$ cat config.mk
export PLATFORM = sky130hd
export DESIGN_NAME = cfgcrc_ctrl
export DESIGN_NICKNAME = d
export VERILOG_FILES = /design/src/rtl/cfgcrc_pkg.sv /design/src/rtl/cfgcrc_ctrl.sv
export SDC_FILE = /design/constraint.sdc
export NUM_CORES = 1
export LEC_CHECK = 0
export CAP_MARGIN = 20
export CORE_ASPECT_RATIO = 1.2
export CORE_UTILIZATION = 23
export DETAILED_ROUTE_END_ITERATION = 16
export GPL_TIMING_DRIVEN = 0
export HOLD_SLACK_MARGIN = 0.05
export MAX_ROUTING_LAYER = met4
export PLACE_DENSITY_LB_ADDON = 0.25
export SLEW_MARGIN = 10
export SYNTH_ARGS = -nofsm -noshare
export SYNTH_HDL_FRONTEND = slang
export SYNTH_SLANG_ARGS = --single-unit
$ cat constraint.sdc
create_clock -name clk -period 3.29 [get_ports clk]
set_clock_uncertainty 0.2 [all_clocks]
set_input_delay 0.329 -clock clk [delete_from_list [all_inputs] [get_ports clk]]
set_output_delay 0.329 -clock clk [all_outputs]
set_load 0.05 [all_outputs]
$ cat src/rtl/cfgcrc_pkg.sv
package cfgcrc_pkg;
   localparam int unsigned CRC32C_W = 32;
   localparam logic [31:0] CRC32C_POLY = 32'h1EDC6F41;

   typedef enum logic [1:0] {
      ACC_HOLD = 2'd0,
      ACC_LOAD = 2'd1,
      ACC_INIT = 2'd2
   } acc_act_e;
endpackage

$ cat src/rtl/cfgcrc_ctrl.sv
module cfgcrc_ctrl
   import cfgcrc_pkg::*;
#(
   parameter int unsigned CRC_W = 32
) (
   input  logic             clk,
   input  logic             rst_n,
   input  logic             chk_vld,
   input  logic [CRC_W-1:0] chk_value,
   input  logic             recover,
   input  logic [CRC_W-1:0] cand_val,
   output acc_act_e         act,
   output logic             err_q,
   output logic             pass_q
);
   logic match;
   logic chk_ok;
   logic chk_bad;

   assign match   = (cand_val == chk_value);
   assign chk_ok  = chk_vld && match && !err_q;
   assign chk_bad = chk_vld && !match && !err_q;

   always_comb begin
      if (recover)      act = ACC_INIT;
      else if (err_q)   act = ACC_HOLD;
      else if (chk_ok)  act = ACC_INIT;
      else              act = ACC_LOAD;
   end

   always_ff @(posedge clk or negedge rst_n) begin
      if (!rst_n) begin
         err_q  <= 1'b0;
         pass_q <= 1'b0;
      end else if (recover) begin
         err_q  <= 1'b0;
         pass_q <= 1'b0;
      end else begin
         pass_q <= chk_ok;
         if (chk_bad) err_q <= 1'b1;
      end
   end

   p_err_sticky_r6: assert property (@(posedge clk) disable iff (!rst_n)
      (err_q && !recover) |=> err_q);
   p_no_pass_in_err_r7: assert property (@(posedge clk) disable iff (!rst_n)
      (err_q && !recover) |=> !pass_q);
   p_recover_clears_r8: assert property (@(posedge clk) disable iff (!rst_n)
      recover |=> (!err_q && !pass_q));
   p_err_needs_check_r9: assert property (@(posedge clk) disable iff (!rst_n)
      $rose(err_q) |-> $past(chk_vld));
   p_pass_needs_check_r9: assert property (@(posedge clk) disable iff (!rst_n)
      pass_q |-> $past(chk_vld));
endmodule

==> flow_results.xml, run 1 <==
<?xml version="1.0" encoding="UTF-8"?>
<metrics>
  <group name="setup_path">
    <metric name="worstSetupStartpoint" unit="">chk_value[9]</metric>
    <metric name="crit_path_start_kind" unit="">input port</metric>
    <metric name="type_of_destination_of_the_critical_path" unit="">output port</metric>
    <metric name="crit-reg2reg-launch" unit="">err_q</metric>
    <metric name="rr_worst_depth" unit="">2</metric>
    <metric name="setup.worst_path.class" unit="">input port to output port</metric>
    <metric name="arrival" unit="ns">2.56</metric>
    <metric name="critical_path_required" unit="ns">2.76</metric>
    <metric name="cp_max_fo" unit="">4</metric>
  </group>
  <group name="clock_network">
    <metric name="cts_tree" unit="">built</metric>
    <metric name="clock_slew_at_reported_path_ffs" unit="ns">0.03</metric>
    <metric name="cts-hold-fix-buffers" unit="">0</metric>
    <metric name="post-cts-setup-buffers" unit="">0</metric>
    <metric name="cts-buffers-inserted" unit="">3</metric>
    <metric name="cts.sink_count" unit="">2</metric>
    <metric name="cts.root.buffer_cell" unit="">sky130_fd_sc_hd__clkbuf_4</metric>
    <metric name="post_cts.resized_instances" unit="">0</metric>
    <metric name="cts.path.max_buffers" unit="">2</metric>
    <metric name="worst_skew_pair.late_latency" unit="ns">0.24</metric>
    <metric name="htreeDepth" unit="">1</metric>
  </group>
  <group name="drt">
    <metric name="dr.pass1.iters" unit="">2</metric>
    <metric name="routed_via_density" unit="">4.53</metric>
    <metric name="drt_iter0_drc" unit="">3</metric>
    <metric name="num_vias" unit="">657</metric>
    <metric name="sum_of_routed_wire_length_over_all_layers" unit="um">1510</metric>
    <metric name="drtAntennaViolNets" unit="">0</metric>
    <metric name="avgRoutedWirePerCell" unit="um">10.4</metric>
    <metric name="drt_drc_violations_left" unit="">0</metric>
  </group>
  <group name="cells_and_area">
    <metric name="finalNonFillerCells" unit="">145</metric>
    <metric name="fin_util" unit="">0.655</metric>
    <metric name="antenna-diode-count" unit="">0</metric>
    <metric name="final_design_area_no_fill" unit="mm2">0.00120</metric>
    <metric name="n_fill_cell" unit="">170</metric>
    <metric name="nets" unit="">196</metric>
    <metric name="most_frequent_cells_in_the_layout" unit="">sky130_fd_sc_hd__clkdlybuf4s50_1 (71), sky130_fd_sc_hd__xor2_1 (32), sky130_fd_sc_hd__nor4_1 (8)</metric>
    <metric name="layout_commonest_cell" unit="">sky130_fd_sc_hd__clkdlybuf4s50_1</metric>
    <metric name="syn_to_final_growth" unit="%">171</metric>
    <metric name="drive_above_1_share" unit="">0.0397</metric>
  </group>
  <group name="global_route">
    <metric name="first_global_vias" unit="">659</metric>
    <metric name="global_route.usage.total" unit="">0.159</metric>
    <metric name="grt_antenna_before_repair" unit="">0</metric>
    <metric name="globalRoute.totalOverflow" unit="">0</metric>
    <metric name="grt_start_max_net_pins" unit="">5</metric>
    <metric name="grt_first_pass_wirelength" unit="um">2390</metric>
  </group>
  <group name="logic_synthesis">
    <metric name="synth_warnings" unit="">0</metric>
    <metric name="synth.area.mux_share" unit="">0</metric>
    <metric name="synth-adder-area-share" unit="">0</metric>
    <metric name="avgSynthCellArea" unit="um2">8.49</metric>
    <metric name="ys_seq_elements" unit="">2</metric>
    <metric name="main_combinational_cell_family_by_area_after_synthesis" unit="">XOR/XNOR gates</metric>
    <metric name="number_of_nets_in_the_synthesized_netlist" unit="">120</metric>
    <metric name="synthXorXnorAreaFrac" unit="">0.635</metric>
    <metric name="netlist-cell-type-count" unit="">12</metric>
    <metric name="synth_compound_gate_area_share" unit="">0.0510</metric>
    <metric name="synth.cell_area" unit="um2">442</metric>
    <metric name="synthSimpleGateAreaFrac" unit="">0.193</metric>
    <metric name="yosysSeqAreaShare" unit="">0.113</metric>
    <metric name="syn_inst_count" unit="">52</metric>
  </group>
  <group name="placement">
    <metric name="dpl_cell_area" unit="mm2">0.00118</metric>
    <metric name="gpl.final_weighted_congestion" unit="">0.708</metric>
    <metric name="placed_cells" unit="">142</metric>
    <metric name="dp_hpwl" unit="um">1450</metric>
    <metric name="io_buffer_count" unit="">71</metric>
    <metric name="preCtsSetupSlack" unit="ns">0.187</metric>
  </group>
  <group name="floorplan">
    <metric name="die_area" unit="mm2">0.00210</metric>
    <metric name="initial_utilization" unit="">0.241</metric>
    <metric name="fp.dieW" unit="um">42.0</metric>
    <metric name="fp.dieH" unit="um">50.0</metric>
    <metric name="floorplan.core_area" unit="mm2">0.00183</metric>
    <metric name="ios" unit="">72</metric>
    <metric name="fp-row-count" unit="">17</metric>
  </group>
  <group name="timing">
    <metric name="hold_violations" unit="">0</metric>
    <metric name="holdWs" unit="ns">0.0613</metric>
    <metric name="timing.setup.tns" unit="ns">0</metric>
    <metric name="maxSlewHeadroom" unit="">0.670</metric>
    <metric name="drv_slew" unit="">0</metric>
    <metric name="report.final.setup_viol" unit="">0</metric>
    <metric name="final.setup.worst_slack" unit="ns">0.202</metric>
    <metric name="layout_min_cycle_time" unit="ns">3.09</metric>
    <metric name="worst_pin_slew" unit="ns">0.493</metric>
    <metric name="grt_setup_unrepaired" unit="">no</metric>
    <metric name="layout_worst_path_cycle_share" unit="">0.939</metric>
    <metric name="max_freq" unit="MHz">324</metric>
  </group>
  <group name="pwr">
    <metric name="post-layout-total-power" unit="mW">0.221</metric>
    <metric name="power-per-cell-area" unit="mW/mm2">185</metric>
    <metric name="vdd_drop_max" unit="mV">0.0780</metric>
    <metric name="leakagePower" unit="nW">0.479</metric>
  </group>
  <group name="flow_run">
    <metric name="maxcap_viol_count" unit="">0</metric>
  </group>
  <group name="outcome">
    <metric name="outcome" unit="">finished, final reports clean</metric>
  </group>
  <group name="hold_path">
    <metric name="worstHoldPathType" unit="">input port to async pin</metric>
  </group>
</metrics>
## worst paths after layout
path                               end  slack [ns]
worst max-delay path            act[1]        0.20
worst min-delay path             err_q        0.06
min in group clk                 err_q        0.38
worst min register to register   err_q        0.38
worst max register to register  pass_q        2.36
max in group asynchronous       pass_q        2.70
## layer usage
metal | global-route usage | part of all wire | vias to the layer above
li1 | - | - | 329
met1 | 0.116 | 0.26 | 290
met2 | 0.326 | 0.64 | 33
met3 | 0.0220 | 0.073 | 5
met4 | 0.124 | 0.028 | 0
met5 | - | 0 | -
## critical path, stage by stage
cell	delay, ns
sky130_fd_sc_hd__clkdlybuf4s50_1	0.41
sky130_fd_sc_hd__xor2_1	0.16
sky130_fd_sc_hd__nor4_1	0.34
sky130_fd_sc_hd__nand4_1	0.17
sky130_fd_sc_hd__nor2_2	0.19
sky130_fd_sc_hd__a31o_2	0.17
sky130_fd_sc_hd__clkdlybuf4s50_1	0.79
## cells in the mapped netlist
cell type                  count  area, um2
sky130_fd_sc_hd__nor4_1        8       50.1
sky130_fd_sc_hd__dfrtp_1       2       50.1
sky130_fd_sc_hd__a31o_2        1       8.76
sky130_fd_sc_hd__a21boi_0      1       7.51
sky130_fd_sc_hd__nand2b_1      1       6.26
sky130_fd_sc_hd__nor2_2        1       6.26
sky130_fd_sc_hd__xor2_1       32        280
sky130_fd_sc_hd__o22ai_1       1       6.26
sky130_fd_sc_hd__nand4_1       2       12.5
sky130_fd_sc_hd__and3_1        1       6.26
sky130_fd_sc_hd__inv_1         1       3.75
sky130_fd_sc_hd__nor2_1        1       3.75
## layout make-up
class,count,area [um2],area share
Clock buffer,3,22.5,0.0188
Inverter,1,3.75,0.00313
Multi-Input combinational cell,49,388,0.324
Sequential cell,2,50.0,0.0418
Tap cell,19,23.8,0.0198
Timing Repair Buffer,71,711,0.593
## report_power, final
group / switching (mW) / internal (mW) / total, mW
clock: 0.0182 / 0.0405 / 0.0587
combinational: 0.0424 / 0.0934 / 0.136
sequential: 0.000937 / 0.0259 / 0.0268
## cells by family (layout without fill, tap and decap cells)
kind of cell,Yosys count,count (layout)
buffers and inverters,1,75
DFF,2,2
xor gates and xnor gates,32,32
AOI/OAI and AO/OA,3,3
and+or+nand+nor,14,14
## sequential cells by signal, summed over array words and instances (netlist names)
| name | cells |
|---|---|
| pass_q | 1 |
| err_q | 1 |
No activity file was read; power rests on OpenSTA's default activity.
==> run 2: changes to the inputs <==
--- a/config.mk
+++ b/config.mk
@@ -9,7 +9,7 @@
 export CORE_ASPECT_RATIO = 1.2
 export CORE_UTILIZATION = 23
 export DETAILED_ROUTE_END_ITERATION = 16
-export GPL_TIMING_DRIVEN = 0
+export GPL_TIMING_DRIVEN = 1
 export HOLD_SLACK_MARGIN = 0.05
 export MAX_ROUTING_LAYER = met4
 export PLACE_DENSITY_LB_ADDON = 0.25
==> run 2 against run 1 <==
Effect of this change:
- combinational power about the same
- largest power group unchanged
- clock power decreased by 8.9%
- first-iteration DRC count increased by 33%
- critical path type unchanged
- highest routed layer unchanged
- largest cell class unchanged
- wire length decreased by 4.0%
- global-route usage decreased by 0.19 points
- worst setup slack improved by 0.13 ns
==> flow_results.xml, run 2 (synthesis gave the netlist of run 1 again) <==
<?xml version="1.0" encoding="UTF-8"?>
<metrics>
  <group name="clock_network">
    <metric name="clock_slew_at_reported_path_ffs" unit="ns">0.03</metric>
    <metric name="cts-buffers-inserted" unit="">3</metric>
    <metric name="post_cts.resized_instances" unit="">0</metric>
    <metric name="cts_tree" unit="">built</metric>
    <metric name="htreeDepth" unit="">1</metric>
    <metric name="worst_skew_pair.late_latency" unit="ns">0.22</metric>
    <metric name="cts.sink_count" unit="">2</metric>
    <metric name="cts.root.buffer_cell" unit="">sky130_fd_sc_hd__clkbuf_4</metric>
    <metric name="post-cts-setup-buffers" unit="">0</metric>
    <metric name="cts-hold-fix-buffers" unit="">0</metric>
    <metric name="cts.path.max_buffers" unit="">2</metric>
  </group>
  <group name="setup_path">
    <metric name="crit-reg2reg-launch" unit="">err_q</metric>
    <metric name="rr_worst_depth" unit="">2</metric>
    <metric name="arrival" unit="ns">2.43</metric>
    <metric name="setup.worst_path.class" unit="">input port to output port</metric>
    <metric name="cp_max_fo" unit="">4</metric>
    <metric name="worstSetupStartpoint" unit="">cand_val[15]</metric>
    <metric name="worstSetupEndpoint" unit="">act[0]</metric>
    <metric name="crit_path_start_kind" unit="">input port</metric>
    <metric name="critical_path_required" unit="ns">2.76</metric>
    <metric name="type_of_destination_of_the_critical_path" unit="">output port</metric>
    <metric name="crit-reg2reg-capture" unit="">pass_q</metric>
    <metric name="r2r_slack" unit="ns">2.37</metric>
  </group>
  <group name="drt">
    <metric name="drtAntennaViolNets" unit="">0</metric>
    <metric name="routed_via_density" unit="">4.41</metric>
    <metric name="sum_of_routed_wire_length_over_all_layers" unit="um">1450</metric>
    <metric name="avgRoutedWirePerCell" unit="um">10.0</metric>
    <metric name="num_vias" unit="">640</metric>
    <metric name="dr.pass1.iters" unit="">3</metric>
    <metric name="drt_iter0_drc" unit="">4</metric>
    <metric name="drt_drc_violations_left" unit="">0</metric>
  </group>
  <group name="floorplan">
    <metric name="initial_utilization" unit="">0.241</metric>
    <metric name="fp.dieH" unit="um">50.0</metric>
    <metric name="fp.dieW" unit="um">42.0</metric>
    <metric name="ios" unit="">72</metric>
    <metric name="die_area" unit="mm2">0.00210</metric>
    <metric name="fp-row-count" unit="">17</metric>
    <metric name="floorplan.core_area" unit="mm2">0.00183</metric>
  </group>
  <group name="cells_and_area">
    <metric name="drive_above_1_share" unit="">0.0476</metric>
    <metric name="most_frequent_cells_in_the_layout" unit="">sky130_fd_sc_hd__clkdlybuf4s50_1 (70), sky130_fd_sc_hd__xor2_1 (32), sky130_fd_sc_hd__nor4_1 (8)</metric>
    <metric name="layout_commonest_cell" unit="">sky130_fd_sc_hd__clkdlybuf4s50_1</metric>
    <metric name="finalNonFillerCells" unit="">145</metric>
    <metric name="antenna-diode-count" unit="">0</metric>
    <metric name="syn_to_final_growth" unit="%">171</metric>
    <metric name="nets" unit="">196</metric>
    <metric name="registers_with_the_most_flip_flops" unit="">err_q x1, pass_q x1</metric>
  </group>
  <group name="timing">
    <metric name="report.final.setup_viol" unit="">0</metric>
    <metric name="layout_worst_path_cycle_share" unit="">0.900</metric>
    <metric name="layout_min_cycle_time" unit="ns">2.96</metric>
    <metric name="timing.setup.tns" unit="ns">0</metric>
    <metric name="grt_setup_unrepaired" unit="">no</metric>
    <metric name="maxSlewHeadroom" unit="">0.675</metric>
    <metric name="drv_slew" unit="">0</metric>
    <metric name="holdWs" unit="ns">0.0703</metric>
    <metric name="max_freq" unit="MHz">338</metric>
    <metric name="hold_violations" unit="">0</metric>
    <metric name="worst_pin_slew" unit="ns">0.487</metric>
  </group>
  <group name="global_route">
    <metric name="grt_antenna_before_repair" unit="">0</metric>
    <metric name="grt_first_pass_wirelength" unit="um">2460</metric>
    <metric name="grt_start_max_net_pins" unit="">5</metric>
    <metric name="globalRoute.totalOverflow" unit="">0</metric>
    <metric name="global_route.usage.total" unit="">0.157</metric>
    <metric name="first_global_vias" unit="">641</metric>
  </group>
  <group name="placement">
    <metric name="gpl.final_weighted_congestion" unit="">0.689</metric>
    <metric name="dp_hpwl" unit="um">1370</metric>
    <metric name="placed_cells" unit="">142</metric>
    <metric name="io_buffer_count" unit="">71</metric>
  </group>
  <group name="hold_path">
    <metric name="worstHoldPathType" unit="">input port to async pin</metric>
  </group>
  <group name="pwr">
    <metric name="vdd_drop_max" unit="mV">0.0791</metric>
    <metric name="leakagePower" unit="nW">0.480</metric>
    <metric name="power-per-cell-area" unit="mW/mm2">180</metric>
  </group>
  <group name="flow_run">
    <metric name="maxcap_viol_count" unit="">0</metric>
  </group>
  <group name="outcome">
    <metric name="outcome" unit="">finished, final reports clean</metric>
  </group>
</metrics>
==> run 2: worst min-delay path by stage <==
stage | start | end | slack (ns)
2_1_floorplan | rst_n | err_q | -0.17
3_3_place_gp | rst_n | pass_q | 0.30
4_1_cts | rst_n | err_q | 0.07
3_5_place_dp | rst_n | pass_q | 0.30
6_report | rst_n | err_q | 0.07
5_1_grt | rst_n | err_q | 0.07
==> run 2: worst max-delay path: stages <==
cell and delay [ns]:
sky130_fd_sc_hd__clkdlybuf4s50_1 0.43, sky130_fd_sc_hd__xor2_1 0.16, sky130_fd_sc_hd__nor4_1 0.36, sky130_fd_sc_hd__nand4_1 0.18
sky130_fd_sc_hd__nor2_2 0.17, sky130_fd_sc_hd__a21boi_0 0.10, sky130_fd_sc_hd__clkdlybuf4s50_1 0.70
==> run 2: layout make-up <==
type | instances | area, um2
Timing Repair Buffer | 71 | 708
Sequential cell | 2 | 50.0
Tap cell | 19 | 23.8
Inverter | 1 | 3.75
Clock buffer | 3 | 22.5
Fill cell | 162 | 633
Multi-Input combinational cell | 49 | 388
==> run 2: power breakdown <==
part / switching [mW] / internal, mW
logic: 0.0426 / 0.0932
registers: 0.000726 / 0.0259
clock network: 0.0133 / 0.0402
==> run 2: metal layers <==
metal	part of all wire	wire, um	up-vias	track usage
met5	0	0	-	-
met4	0.0062	9	0	0.0753
met3	0.066	95	2	0.0293
met2	0.61	889	32	0.305
met1	0.31	456	277	0.143
li1	-	-	329	-
==> run 2: stage by stage <==
step            util  instance area, um2  worst slack [ns]  total power [mW]
2_1_floorplan      -                 442             0.876            0.0676
3_3_place_gp   0.642                1170             0.355             0.161
3_5_place_dp   0.642                1170             0.321             0.163
4_1_cts        0.654                1200             0.314             0.219
5_1_grt        0.654                1200             0.132             0.230
6_report       0.654                1200             0.331             0.216
